--- src/rtl/lfs_pkg.sv ---
package lfs_pkg;

  // Last count of a serial-clock half period for a given select value.
  function automatic int unsigned half_last(input int unsigned base, input logic sel);
    return base + (sel ? 1 : 0) - 1;
  endfunction

  // True when a bit-slot index is the final slot of a carrier period.
  function automatic logic slot_is_last(input int unsigned idx, input int unsigned slots);
    return idx == slots - 1;
  endfunction

endpackage

--- src/rtl/lfs_sclk_gen.sv ---
module lfs_sclk_gen #(
  parameter int unsigned BASE_HALF = 11
) (
  input  logic clk,
  input  logic rst,
  input  logic sel_in,
  output logic sclk,
  output logic tc_ev,
  output logic fall_ev
);
  localparam int unsigned CW = $clog2(BASE_HALF + 2);

  logic [CW-1:0] hcnt;
  logic          sel_q;
  logic [CW-1:0] limit;

  always_comb begin
    limit = CW'(lfs_pkg::half_last(BASE_HALF, sel_q));
  end

  assign tc_ev   = (hcnt == limit);
  assign fall_ev = tc_ev && sclk;

  always_ff @(posedge clk) begin
    if (rst) begin
      hcnt  <= '0;
      sclk  <= 1'b0;
      sel_q <= sel_in;
    end else if (tc_ev) begin
      hcnt  <= '0;
      sclk  <= ~sclk;
      sel_q <= sel_in;
    end else begin
      hcnt  <= hcnt + 1'b1;
    end
  end
endmodule

--- src/rtl/lfs_carrier_div.sv ---
module lfs_carrier_div #(
  parameter int unsigned SLOTS = 8
) (
  input  logic clk,
  input  logic rst,
  input  logic fall_ev,
  output logic carrier,
  output logic wrap_ev
);
  localparam int unsigned IW = $clog2(SLOTS);

  logic [IW-1:0] idx;

  assign wrap_ev = fall_ev && lfs_pkg::slot_is_last(int'(idx), SLOTS);
  assign carrier = idx[IW-1];

  always_ff @(posedge clk) begin
    if (rst)          idx <= '0;
    else if (fall_ev) idx <= idx + 1'b1;
  end
endmodule

--- src/rtl/lfs_serializer.sv ---
module lfs_serializer #(
  parameter int unsigned W = 8
) (
  input  logic         clk,
  input  logic         rst,
  input  logic         shift_ev,
  input  logic         load_ev,
  input  logic [W-1:0] word,
  output logic         frame,
  output logic         dout
);
  logic [W-1:0] sreg;

  assign dout = sreg[W-1];

  always_ff @(posedge clk) begin
    if (rst) begin
      sreg  <= '0;
      frame <= 1'b0;
    end else if (load_ev) begin
      sreg  <= word;
      frame <= 1'b1;
    end else if (shift_ev) begin
      sreg  <= {sreg[W-2:0], 1'b0};
    end
  end
endmodule

--- src/rtl/lf_adc_streamer.sv ---
module lf_adc_streamer #(
  parameter int unsigned BASE_HALF = 11,
  parameter int unsigned SAMPLE_W  = 8,
  parameter int unsigned OE_W      = 4
) (
  input  logic                clk,
  input  logic                rst,
  input  logic                sel_125k,
  input  logic [SAMPLE_W-1:0] adc_d,
  input  logic                hf_clk_p,
  input  logic                hf_clk_n,
  input  logic                host_sdo,
  input  logic                cmp_hi,
  input  logic                cmp_lo,
  output logic                coil_lo,
  output logic                coil_hi,
  output logic [OE_W-1:0]     coil_oe,
  output logic                adc_clk,
  output logic                ser_frame,
  output logic                ser_data,
  output logic                ser_clk,
  output logic                dbg
);
  // Named internal events, visible to the bound checker.
  logic tc_ev;
  logic fall_ev;
  logic load_ev;
  logic carrier;

  logic unused_inputs;
  assign unused_inputs = ^{hf_clk_p, hf_clk_n, host_sdo, cmp_hi, cmp_lo};

  lfs_sclk_gen #(.BASE_HALF(BASE_HALF)) u_sclk (
    .clk    (clk),
    .rst    (rst),
    .sel_in (sel_125k),
    .sclk   (ser_clk),
    .tc_ev  (tc_ev),
    .fall_ev(fall_ev)
  );

  lfs_carrier_div #(.SLOTS(SAMPLE_W)) u_car (
    .clk    (clk),
    .rst    (rst),
    .fall_ev(fall_ev),
    .carrier(carrier),
    .wrap_ev(load_ev)
  );

  lfs_serializer #(.W(SAMPLE_W)) u_ser (
    .clk     (clk),
    .rst     (rst),
    .shift_ev(fall_ev),
    .load_ev (load_ev),
    .word    (adc_d),
    .frame   (ser_frame),
    .dout    (ser_data)
  );

  assign coil_lo = carrier;
  assign adc_clk = carrier;
  assign dbg     = carrier;
  assign coil_hi = 1'b0;
  assign coil_oe = '0;
endmodule

--- config.mk ---
export PLATFORM = sky130hd
export DESIGN_NAME = lf_adc_streamer
export DESIGN_NICKNAME = d
export VERILOG_FILES = /design/src/rtl/lfs_pkg.sv /design/src/rtl/lfs_sclk_gen.sv /design/src/rtl/lfs_carrier_div.sv /design/src/rtl/lfs_serializer.sv /design/src/rtl/lf_adc_streamer.sv
export SDC_FILE = /design/constraint.sdc
export NUM_CORES = 1
export LEC_CHECK = 0
export ABC_AREA = 1
export ABC_CLOCK_PERIOD_IN_PS = 1700
export BUFFER_PORTS_ARGS = -buffer_cell sky130_fd_sc_hd__buf_2
export CORE_MARGIN = 5
export CORE_UTILIZATION = 45
export DETAILED_ROUTE_END_ITERATION = 7
export HOLD_SLACK_MARGIN = 0.03
export PLACE_DENSITY_LB_ADDON = 0.12
export SLEW_MARGIN = 20
export SYNTH_ARGS = -nofsm -noshare
export SYNTH_HDL_FRONTEND = slang
export SYNTH_HIERARCHICAL = 1
export SYNTH_SLANG_ARGS = --single-unit
--- constraint.sdc ---
create_clock -name clk -period 1.7 [get_ports clk]
set_input_delay 0.34 -clock clk [delete_from_list [all_inputs] [get_ports clk]]
set_output_delay 0.34 -clock clk [all_outputs]
set_load 0.01 [all_outputs]
==> impl_metrics.ini <==
[floorplanning]
core_area_sq_mm = 0.00194
rows = 16
initial_core_util_pct = 47.0
die_area_sq_mm = 0.00303
fp.dieW_um = 55.0
fp.dieH_um = 55.0
ios = 27

[critical_path]
crit_family = simple AND/OR/NAND/NOR gates
cp_slowest_stage_delay_ps = 410
required_ps = 1940
cp_cell_sequence = nand2_2 -> nand2_4 -> nand3_1 -> inv_1 -> nand2_2 -> clkinvlp_4 -> nor2_4 -> nand2_1 -> nand3_1 -> nand2_1 -> inv_1
path_depth = 11
crit_buf_inv = 3
critPathArrivalTime_ps = 1770
cp_max_fo = 8
critPathCaptureType = flop
cp-start-kind = flop
cpMaxStageDelayCell = edfxtp_1
rr_worst_depth = 11
critPathKind = flop to flop

[clocking]
cts_made_buffers = 3
htreeDepth = 1
clock_sinks = 18
cts_tree = built
clk_pin_slew_ps = 100
root_buffer = clkbuf_4
clk_latency_ps = 280
clk_path_buf_depth = 2

[timing]
finalCriticalPeriod_ps = 1530
layout_setup_ws_ps = 168
max_freq_mhz = 653
final_hold_viol_count = 0
slew_viol_final = 0
hold_ws_ps = 227
finalSetupViolCount = 0
fin_crit_sh_pct = 90.1
clock_skew_ps = 0.585

[global_route]
grt_pass1_vias = 652
grtUsageTotal_pct = 12.5
grt_first_pass_wirelength_um = 2700
overflow = 0
grt_max_degree = 15
antenna_found_initial = 0

[drt]
drt-initial-drc-count = 19
drcViolationCount = 0
routedWlPerCell_um = 9.08
vias = 738
viasPerCell = 4.37
wl_um = 1530
final_antenna_net_count = 0
drt_pre_antenna_iters = 4

[cells_and_area]
drive_above_1_share_pct = 28.2
num_antenna_cells = 0
layout.nets = 162
area_growth_pct = 14.4

[place]
gp_congestion = 0.708
portBuffers = 16
dp_hpwl_um = 1130
post-place-ws_ps = 118

[synth]
syn_area_per_cell_sq_um = 7.48
yosys_warnings = 6
synth_area_sq_um = 912
synthCells = 122

[job]
max_cap_violations = 0

[pwr]
p_per_area_mw_per_mm2 = 674
p_leak_nw = 0.553
power_w = 0.000703
peakVddDrop_v = 0.000563

[outcome]
status = completed

[min_path]
min_path_type = input pin to flop
holdPathStages = 1
per-layer routing:
metal  vias to the layer above  track usage (%)  wire length, um
li1                        398                -                -
met1                       327             16.3              724
met2                        11             18.3              714
met3                         2             3.22               74
met4                         0             7.69               20
met5                         -                0                0
stage by stage:
stage	utilization, %	instance area, sq um	instances	TNS, ps
finish	53.7	1040	169	0
global route	53.7	1040	169	-20.7
CTS	52.1	1010	166	0
detailed placement	50.7	985	162	0
global placement	50.7	985	162	0
floorplan	-	927	126	0
path summary, 6_finish.rpt:
| kind | startpoint | slack, ps | end |
|---|---|---|---|
| max reg2reg | u_sclk/sel_q$_DFFE_PP_ | 170 | u_ser/sreg[6]$_SDFFE_PP0P_ |
| max | u_sclk/sel_q$_DFFE_PP_ | 170 | u_ser/sreg[6]$_SDFFE_PP0P_ |
| min reg2reg | u_sclk/hcnt[0]$_SDFF_PP0_ | 470 | u_sclk/hcnt[0]$_SDFF_PP0_ |
| min | sel_125k | 230 | u_sclk/sel_q$_DFFE_PP_ |
flip-flops by register name, indices dropped and copies added, names as in the netlist:
register	cells
u_ser/sreg	8
u_sclk/hcnt	4
u_car/idx	3
u_sclk/sclk	1
u_sclk/sel_q	1
u_ser/frame	1
power breakdown:
| part | switching, W | internal, W | leakage (nW) |
|---|---|---|---|
| combinational | 0.0000301 | 0.0000205 | 0.391 |
| sequential | 0.00000792 | 0.000433 | 0.147 |
| clock | 0.000121 | 0.0000910 | 0.0150 |
final cells by class:
type                       count  area [sq um]
timing repair buffer          21           118
tap                           27          33.8
clock buffer                   4          26.3
inverter                      18          73.8
fill                         225           898
multi-input combinational     81           420
sequential                    18           372
worst reg2reg max path, delay by kind of cell, from the launching register on:
kind | cells | cell delay [ps]
flip-flops | 1 | 410
buffers and inverters | 3 | 290
AND/OR/NAND/NOR | 8 | 780
cell usage in the layout (no fill, tap or decap), drive strengths merged:
| cell | n |
|---|---|
| xnor2 | 1 |
| clkbuf | 4 |
| ha | 3 |
| nand2 | 39 |
| edfxtp | 1 |
| conb | 5 |
| buf | 21 |
| nor2 | 15 |
| a21oi | 3 |
| dfxtp | 17 |
| xor2 | 1 |
| clkinvlp | 1 |
| inv | 17 |
| nand3 | 14 |
repair_timing:
item | 4_1_cts | 5_1_grt
setup endpoints to repair | 0 | 6
gates resized for setup | 0 | 4
hold endpoints to repair | 0 | 0
setup buffers | 0 | 3
hold buffers | 0 | 0
Power figures use the tool's default switching activity.
